$ cat config.mk
export PLATFORM = sky130hd
export DESIGN_NAME = pwm_fault_guard
export DESIGN_NICKNAME = d
export VERILOG_FILES = /design/src/rtl/pfg_pkg.sv /design/src/rtl/pfg_sync.sv /design/src/rtl/pfg_leg_guard.sv /design/src/rtl/pwm_fault_guard.sv
export SDC_FILE = /design/constraint.sdc
export NUM_CORES = 1
export LEC_CHECK = 0
export BUFFER_PORTS_ARGS = -buffer_cell sky130_fd_sc_hd__clkbuf_2
export CAP_MARGIN = 0
export CORE_ASPECT_RATIO = 0.5
export CORE_MARGIN = 1.5
export CORE_UTILIZATION = 47
export CTS_CLUSTER_SIZE = 10
export DETAILED_ROUTE_END_ITERATION = 7
export GPL_ROUTABILITY_DRIVEN = 0
export PLACE_DENSITY = 0.72
export RECOVER_POWER = 50
export SETUP_SLACK_MARGIN = 0.15
export SLEW_MARGIN = 5
export SYNTH_ARGS = -nofsm -noshare
export SYNTH_HDL_FRONTEND = slang
export SYNTH_SLANG_ARGS = --single-unit
$ cat constraint.sdc
create_clock -name clk_i -period 0.9 [get_ports clk_i]
set_input_delay 0 -clock clk_i [delete_from_list [all_inputs] [get_ports clk_i]]
set_output_delay 0 -clock clk_i [all_outputs]
set_load 0.01 [all_outputs]
$ cat src/rtl/pfg_pkg.sv
package pfg_pkg;
  localparam int unsigned PFG_N_SW      = 7;
  localparam int unsigned PFG_BRAKE_IDX = 6;
  localparam int unsigned PFG_SYNC_LEN  = 2;

  typedef struct packed {
    logic sc;
    logic cl;
  } pfg_flags_t;
endpackage

$ cat src/rtl/pfg_sync.sv
module pfg_sync #(
  parameter int unsigned WIDTH  = 7,
  parameter int unsigned STAGES = 2
) (
  input  logic             clk_i,
  input  logic             rst_ni,
  input  logic [WIDTH-1:0] d_i,
  output logic [WIDTH-1:0] q_o
);
  logic [WIDTH-1:0] stage_q [STAGES];

  for (genvar s = 0; s < STAGES; s++) begin : g_stage
    always_ff @(posedge clk_i or negedge rst_ni) begin
      if (!rst_ni) stage_q[s] <= '0;
      else if (s == 0) stage_q[s] <= d_i;
      else stage_q[s] <= stage_q[(s == 0) ? 0 : s-1];
    end
  end

  assign q_o = stage_q[STAGES-1];
endmodule

$ cat src/rtl/pfg_leg_guard.sv
module pfg_leg_guard
  import pfg_pkg::*;
#(
  parameter bit IS_BRAKE = 1'b0
) (
  input  logic       clk_i,
  input  logic       rst_ni,
  input  logic       on_i,
  input  pfg_flags_t flags_i,
  output logic       gate_o,
  output logic       sc_lat_o,
  output logic       cl_lat_o,
  output logic       start_o
);
  logic on_q, gate_q, sc_lat_q, cl_lat_q;
  logic start, sc_next, cl_next;

  assign start = on_i & ~on_q;

  if (IS_BRAKE) begin : g_brake
    // brake leg: no shutdown, no warning
    assign sc_next = 1'b0;
    assign cl_next = 1'b0;
  end else begin : g_inv
    assign sc_next = start ? 1'b0 : (sc_lat_q | (on_i & flags_i.sc));
    assign cl_next = start ? 1'b0 : (cl_lat_q | (on_i & flags_i.cl));
  end

  always_ff @(posedge clk_i or negedge rst_ni) begin
    if (!rst_ni) begin
      on_q     <= 1'b0;
      gate_q   <= 1'b0;
      sc_lat_q <= 1'b0;
      cl_lat_q <= 1'b0;
    end else begin
      on_q     <= on_i;
      gate_q   <= on_i & ~sc_next;
      sc_lat_q <= sc_next;
      cl_lat_q <= cl_next;
    end
  end

  assign gate_o   = gate_q;
  assign sc_lat_o = sc_lat_q;
  assign cl_lat_o = cl_lat_q;
  assign start_o  = start;

  // flag during a running pulse removes drive next cycle
  a_r3_sc_blocks_gate: assert property (@(posedge clk_i) disable iff (!rst_ni)
    (!IS_BRAKE && on_i && flags_i.sc && !start) |=> !gate_q);

  // latch drops only on a fresh command pulse
  a_r5_sc_clears_on_start: assert property (@(posedge clk_i) disable iff (!rst_ni)
    $fell(sc_lat_q) |-> $past(start));

  // flags while off set nothing
  a_r8_off_no_set: assert property (@(posedge clk_i) disable iff (!rst_ni)
    (!on_i && !sc_lat_q) |=> !sc_lat_q);
endmodule

$ cat src/rtl/pwm_fault_guard.sv
module pwm_fault_guard
  import pfg_pkg::*;
#(
  parameter int unsigned N_SW      = PFG_N_SW,
  parameter int unsigned BRAKE_IDX = PFG_BRAKE_IDX,
  parameter int unsigned SYNC_LEN  = PFG_SYNC_LEN
) (
  input  logic            clk_i,
  input  logic            rst_ni,
  input  logic [N_SW-1:0] cmd_n_i,
  input  logic [N_SW-1:0] sc_flag_i,
  input  logic [N_SW-1:0] cl_flag_i,
  output logic [N_SW-1:0] gate_o,
  output logic            sc_fault_no,
  output logic            cl_warn_no
);
  localparam int unsigned FW = 2 * N_SW;

  logic [FW-1:0]   flag_raw, flag_sync;
  logic [N_SW-1:0] sc_s, cl_s, on, sc_lat, cl_lat, start_vec;

  assign flag_raw = {sc_flag_i, cl_flag_i};

  pfg_sync #(.WIDTH(FW), .STAGES(SYNC_LEN)) i_sync (
    .clk_i  (clk_i),
    .rst_ni (rst_ni),
    .d_i    (flag_raw),
    .q_o    (flag_sync)
  );

  assign sc_s = flag_sync[FW-1:N_SW];
  assign cl_s = flag_sync[N_SW-1:0];
  assign on   = ~cmd_n_i;

  for (genvar k = 0; k < N_SW; k++) begin : g_leg
    pfg_leg_guard #(.IS_BRAKE(k == BRAKE_IDX)) i_leg (
      .clk_i    (clk_i),
      .rst_ni   (rst_ni),
      .on_i     (on[k]),
      .flags_i  ('{sc: sc_s[k], cl: cl_s[k]}),
      .gate_o   (gate_o[k]),
      .sc_lat_o (sc_lat[k]),
      .cl_lat_o (cl_lat[k]),
      .start_o  (start_vec[k])
    );
  end

  assign sc_fault_no = ~|sc_lat;
  assign cl_warn_no  = ~|cl_lat;

  logic past_ok_q;
  always_ff @(posedge clk_i or negedge rst_ni) begin
    if (!rst_ni) past_ok_q <= 1'b0;
    else past_ok_q <= 1'b1;
  end

  // brake drive tracks its command one cycle later
  a_r6_brake_follows: assert property (@(posedge clk_i) disable iff (!rst_ni)
    past_ok_q |-> gate_o[BRAKE_IDX] == $past(on[BRAKE_IDX]));

  // fault asserts only from a synchronized short-circuit flag
  a_r4_fault_cause: assert property (@(posedge clk_i) disable iff (!rst_ni)
    $fell(sc_fault_no) |-> $past(|sc_s));

  // warning releases only on some command pulse
  a_r7_warn_release: assert property (@(posedge clk_i) disable iff (!rst_ni)
    $rose(cl_warn_no) |-> $past(|start_vec));

  // reset state at the ports
  always_comb begin
    if (!rst_ni) a_r1_reset_idle: assert (gate_o == '0 && sc_fault_no && cl_warn_no);
  end
endmodule

==> metrics.cfg, run 1 <==
[logic_synthesis]
synth_ff_type = dfrtp_1
syn_inst = 121
synth_warnings = 0
yosys-top-cells-count = 49 x dfrtp_1, 19 x inv_1, 12 x a21oi_1, 12 x nand2b_1, 12 x nor2_1
netlist_area_um2 = 1610
async_reset_ff_frac = 1.00
synth_edf_count = 0
synth_area_per_cell_um2 = 13.3
synth_area_leader_cell = dfrtp_1
ys_ff_latch = 49
yosysMostFrequentCell = dfrtp_1
synth_area_leaders = dfrtp_1 76%, nand2b_1 4.7%, inv_1 4.4%, a21oi_1 3.7%, buf_4 3.3%
synth_nets = 144
synth_top_area_share = 0.761
synth_seq_area_share = 0.761
synth.distinct_cells = 9

[floorplanning]
core_area_um2 = 3140
num_rows = 14
die_y_um = 44.4
io_pins = 32
die_w_um = 85.8
dieArea_um2 = 3810
start_util = 0.514

[cts]
clock-sinks = 49
worstSkewPairLatency_ps = 310
cts-buffers-inserted = 5
clock_path_buffers = 2
cts-root-buf = clkbuf_8
htree_levels = 2
clkSlewWorstSetupHoldPaths_ps = 90
cts_tree = yes

[sta]
setup_slack_ps = -606
setup_viol = 4
finalSetupTns_ps = -1360
fmax_mhz = 664
slew_viol_final = 0
fin_skew_ps = 7.67
timing.slew.headroom = 0.620
timing.final.crit_share = 1.67
layout_min_cycle_time_ps = 1510
rsz0062_at_grt = true
tightest_slew_ps = 570
hold_viol = 0

[detailed_routing]
ant_nets = 0
wl_per_cell_um = 12.1
drt-initial-drc-count = 80
dr.pass1.iters = 2
drc = 0
finalWirelength_um = 2660
viasPerCell = 4.43
routed-via-count = 974

[min_path]
worstHoldStart = cmd_n_i[2]
min_to = g_leg[2].i_leg.cl_lat_o
whs_path_depth = 3
hp-class = in -> reg

[global_route]
grt_pass1_wl_um = 4020
track_usage = 0.154
grt_max_degree = 50
grt_pass1_vias = 910
antenna_found_initial = 0
grt_overflow_total = 0

[pwr]
p_clk_frac = 0.358
powerDensity_nw_per_um2 = 2040
p_int_mw = 3.51
p_switching_mw = 0.994
power_frac_seq = 0.538
leakage_nw = 1.09
irDropWorstVdd_uv = 961
combPwrFrac = 0.104
p_total_mw = 4.51
switching_share = 0.220

[placed_design]
dpl_worst_slack_ps = -271
port_buffers = 29
dp_hpwl_um = 1550

[worst_setup_path]
crit_fanout = 2
crit_path_max_incr_delay_ps = 530
cp_cell_sequence = or4_1 -> nor3_2 -> clkbuf_2
critPathLaunchType = flip-flop
arrival_ps = 1510
r2r_setup_slack_ps = -180
r2r-end = g_leg[0].i_leg.gate_o
reg2reg_from = g_leg[0].i_leg.sc_lat_o
crit_path_end_kind = output port
ff2ff_path_depth = 5
crit_required_ps = 900
cpMaxStageDelayCell = or4_1
crit_type = reg -> out

[finish]
nNetsFinal = 202
final_util = 0.706
area_growth_pct = 37.5
drive_gt1_frac = 0.350
n_antenna_cell = 0

[run]
cap_viol_max_count = 0

[outcome]
outcome = complete, but fails checks
violations = setup timing

-- power groups by stage --
| stage | Clock, mW | Sequential (mW) | Combinational (mW) |
|---|---|---|---|
| 6_report | 1.61 | 2.43 | 0.469 |
| 5_1_grt | 1.75 | 2.44 | 0.515 |
| 4_1_cts | 1.65 | 2.42 | 0.414 |
| 3_5_place_dp | 0 | 2.46 | 0.320 |
| 3_3_place_gp | 0 | 2.45 | 0.314 |
| 2_1_floorplan | 0 | 2.45 | 0.161 |
-- repair_timing --
action	in CTS	in global routing
buffers inserted	1	3
pin swaps	0	6
hold buffers	20	0
setup endpoints to repair	14	24
gates resized for setup	5	26
endpoints found under the hold margin	74	0
-- cell usage in the layout (no fill, tap or decap) --
cell,synthesis,final
buf_4,7,4
clkbuf_2,0,19
bufinv_16,0,1
nor2_2,0,4
nor2_1,12,8
buf_2,0,9
nand2b_4,0,1
dfrtp_1,49,49
a21oi_1,12,5
inv_1,19,17
a21oi_2,0,7
clkinvlp_4,0,1
or4_1,2,1
or4_4,0,1
nor3_2,2,2
dlygate4sd3_1,0,20
o21a_1,6,6
nand2b_1,12,11
inv_2,0,2
clkbuf_8,0,6
buf_6,0,6
-- layer usage --
metal,vias up,GRT usage,routed length [um]
met1,470,0.188,1220
met3,7,0.0504,97
li1,480,-,-
met5,-,0,0
met2,17,0.236,1280
met4,0,0.116,73
-- kinds of logic (layout without fill, tap and decap cells) --
logic type,Yosys count,count (layout),share of synthesized area
compound gates,18,18,0.0653
buf+inv,26,85,0.0769
flops,49,49,0.761
simple gates,28,28,0.0963
-- layout make-up --
class	count	area (um^2)
inverters	19	71.3
repair buffers	58	438
flip-flops and latches	49	1230
fillers	209	922
well taps	40	50.0
clock buffers	6	82.6
multi-input cells	46	308
clock inverters	2	37.5
-- worst max path at each step --
stage                                  from           to  slack, ps  cells past startpoint
global route        g_leg[0].i_leg.sc_lat_o  sc_fault_no       -660                      3
global placement    g_leg[0].i_leg.sc_lat_o  sc_fault_no       -270                      3
finish              g_leg[0].i_leg.sc_lat_o  sc_fault_no       -610                      3
floorplan           g_leg[0].i_leg.sc_lat_o  sc_fault_no       -170                      2
CTS                 g_leg[0].i_leg.sc_lat_o  sc_fault_no       -610                      3
detailed placement  g_leg[0].i_leg.sc_lat_o  sc_fault_no       -270                      3
-- sequential cells by signal (all words and copies together) (netlist names) --
register and cells:
g_leg.i_leg.cl_lat_o 6, g_leg.i_leg.on_q 6, i_sync.stage_q 12, g_leg.i_leg.gate_o 7
i_sync.q_o 12, g_leg.i_leg.sc_lat_o 6
-- stage by stage --
| stage | instances | instance area [um^2] | hold slack (ps) |
|---|---|---|---|
| floorplan | 121 | 1610 | -296 |
| global placement | 188 | 1800 | 2.31 |
| detailed placement | 188 | 1800 | 8.17 |
| CTS | 217 | 2150 | 6.34 |
| global route | 220 | 2210 | 30.0 |
| finish | 220 | 2210 | 18.9 |
-- critical path: cells and delay by family, from the launching register on --
kind                   cells  cell delay [ps]
DFF                        1              390
buffers and inverters      1              150
and+or+nand+nor            2              650
Power figures use the tool's default switching activity.
==> run 2, diff against run 1 <==
--- a/config.mk
+++ b/config.mk
@@ -7,13 +7,12 @@
 export LEC_CHECK = 0
 export BUFFER_PORTS_ARGS = -buffer_cell sky130_fd_sc_hd__clkbuf_2
 export CAP_MARGIN = 0
-export CORE_ASPECT_RATIO = 0.5
 export CORE_MARGIN = 1.5
 export CORE_UTILIZATION = 47
 export CTS_CLUSTER_SIZE = 10
 export DETAILED_ROUTE_END_ITERATION = 7
 export GPL_ROUTABILITY_DRIVEN = 0
-export PLACE_DENSITY = 0.72
+export PLACE_DENSITY = 0.73
 export RECOVER_POWER = 50
 export SETUP_SLACK_MARGIN = 0.15
 export SLEW_MARGIN = 5
==> run 2 against run 1 <==
Flip-flop and latch count is the same. Final cell count increased by 4.1%. Via count rose by 3.5%. Total power down 6.0%. Sequential share of layout area shrank 0.22 points. Clock power fell by 20%. Hold slack improved by 45 ps. Cell area increased by 0.40%. Utilization is 3.5 points lower. The run still ends with setup timing left. Wire length grew 5.4%. Global-route usage rose by 1.3 points. Sequential power about the same. Largest power group unchanged.
==> metrics.cfg, run 2 (synthesized netlist as in run 1, its figures left out) <==
[cts]
clkSlewWorstSetupHoldPaths_ps = 130
cts-buffers-inserted = 5
clock-sinks = 49
worstSkewPairLatency_ps = 360
htree_levels = 2
cts_tree = yes
clock_path_buffers = 2
cts-root-buf = clkbuf_4

[worst_setup_path]
crit_fanout = 2
reg2reg_from = g_leg[0].i_leg.sc_lat_o
critPathLaunchType = flip-flop
worstSetupStartpoint = g_leg[3].i_leg.cl_lat_o
crit_family = simple AND/OR/NAND/NOR gates
arrival_ps = 1560
cpMaxStageDelayCell = or4_4
cp_cell_sequence = or4_4 -> nor3_2 -> buf_2
crit_path_max_incr_delay_ps = 540
critPathBufInv = 1
crit_type = reg -> out
crit_required_ps = 900
crit_path_end_kind = output port

[detailed_routing]
viasPerCell = 4.40
wl_per_cell_um = 12.3
drt-initial-drc-count = 13
drc = 0
routed-via-count = 1008
finalWirelength_um = 2810
ant_nets = 0
dr.pass1.iters = 2

[sta]
layout_min_cycle_time_ps = 1560
hold_viol = 0
timing.slew.headroom = 0.757
setup_slack_ps = -657
timing.final.crit_share = 1.73
rsz0062_at_grt = true
slew_viol_final = 0
setup_viol = 6
fin_skew_ps = 13.1
fmax_mhz = 642
tightest_slew_ps = 365

[finish]
nNetsFinal = 205
n_antenna_cell = 0
final_cells = 229
layout_common_cells = 49 x dfrtp_1, 20 x dlygate4sd3_1, 20 x clkbuf_2, 16 x inv_1, 12 x nand2b_1
stdcell_area_um2 = 2220
fillers = 246
regArea_um2 = 1230
multi_input_area_um2 = 314
drive_gt1_frac = 0.328
mostFrequentLayoutCell = dfrtp_1
area_growth_pct = 38.0

[floorplanning]
core_area_um2 = 3310
die_y_um = 61.5
start_util = 0.486
die_w_um = 61.5
io_pins = 32
dieArea_um2 = 3790
num_rows = 21

[min_path]
hp-class = in -> async

[global_route]
grt_pass1_vias = 999
antenna_found_initial = 0
grt_overflow_total = 0
grt_pass1_wl_um = 4340
grt_max_degree = 21
track_usage = 0.167

[placed_design]
place_area_um2 = 1830
dp_hpwl_um = 1720
port_buffers = 29
place_inst = 195

[run]
cap_viol_max_count = 0

[pwr]
powerDensity_nw_per_um2 = 1910
leakage_nw = 1.07
irDropWorstVdd_uv = 1380

[outcome]
outcome = complete, but fails checks
violations = setup timing

## run 2: cell types whose count changed in the layout (fill, tap and decap cells not counted), moves of 2 or more
cell	before	now
buf_4	4	2
buf_2	9	4
buf_6	6	8
clkbuf_1	0	7
nor2_4	0	2
clkbuf_8	6	1
clkbuf_4	0	5
nor2_2	4	2
## run 2: layer usage
layer	share of wire	wire, um	vias up	GRT usage
met4	0.036	101	0	0.103
met3	0.033	92	10	0.0483
met2	0.53	1500	22	0.281
li1	-	-	484	-
met5	0	0	-	0
met1	0.40	1120	492	0.186
## run 2: what timing repair did
item                                    CTS  global route
hold buffers                             20             0
setup buffers                             2             4
endpoints found under the hold margin    86             0
gates resized for setup                  11            18
pin swaps                                 4             8
endpoints found under the setup margin   16            23
## run 2: layout make-up
| type | count | area share |
|---|---|---|
| Multi-Input combinational cell | 46 | 0.141 |
| Inverter | 19 | 0.0321 |
| Clock inverter | 1 | 0.0135 |
| Timing Repair Buffer | 61 | 0.211 |
| Clock buffer | 7 | 0.0248 |
| Sequential cell | 49 | 0.552 |
| Tap cell | 46 | 0.0259 |
## run 2: through the flow
stage	power [mW]	worst slack, ps	utilization	hold WS, ps	setup TNS (ps)
detailed placement	2.80	-280	0.553	-54.5	-545
floorplan	2.61	-172	-	-296	-329
global placement	2.78	-265	0.553	-71.0	-527
finish	4.24	-657	0.671	63.9	-1650
global route	4.43	-711	0.671	92.2	-1930
CTS	4.20	-679	0.653	78.9	-1420
## run 2: path summary, 6_finish.rpt
path	endpoint	slack (ps)	cells after the start
worst min register to register	i_sync.q_o[9]	350	0
worst min-delay path	i_sync.q_o[0]	60	2
worst max register to register	g_leg[0].i_leg.gate_o	-150	5
max in group asynchronous	g_leg[5].i_leg.sc_lat_o	150	3
worst max-delay path	cl_warn_no	-660	3
min in group clk_i	i_sync.stage_q[17]	280	2
## run 2: worst register-to-register path: cells and delay by family (launching register included)
kind | cells | cell delay [ps]
compound gates | 1 | 170
flops | 1 | 400
simple gates | 1 | 80
buf+inv | 3 | 350
## run 2: where the power goes
part / internal (mW) / total (mW) / leakage (nW) / switching, mW
Combinational: 0.285 / 0.512 / 0.448 / 0.227
Clock: 0.664 / 1.29 / 0.0455 / 0.625
Sequential: 2.35 / 2.44 / 0.581 / 0.0841
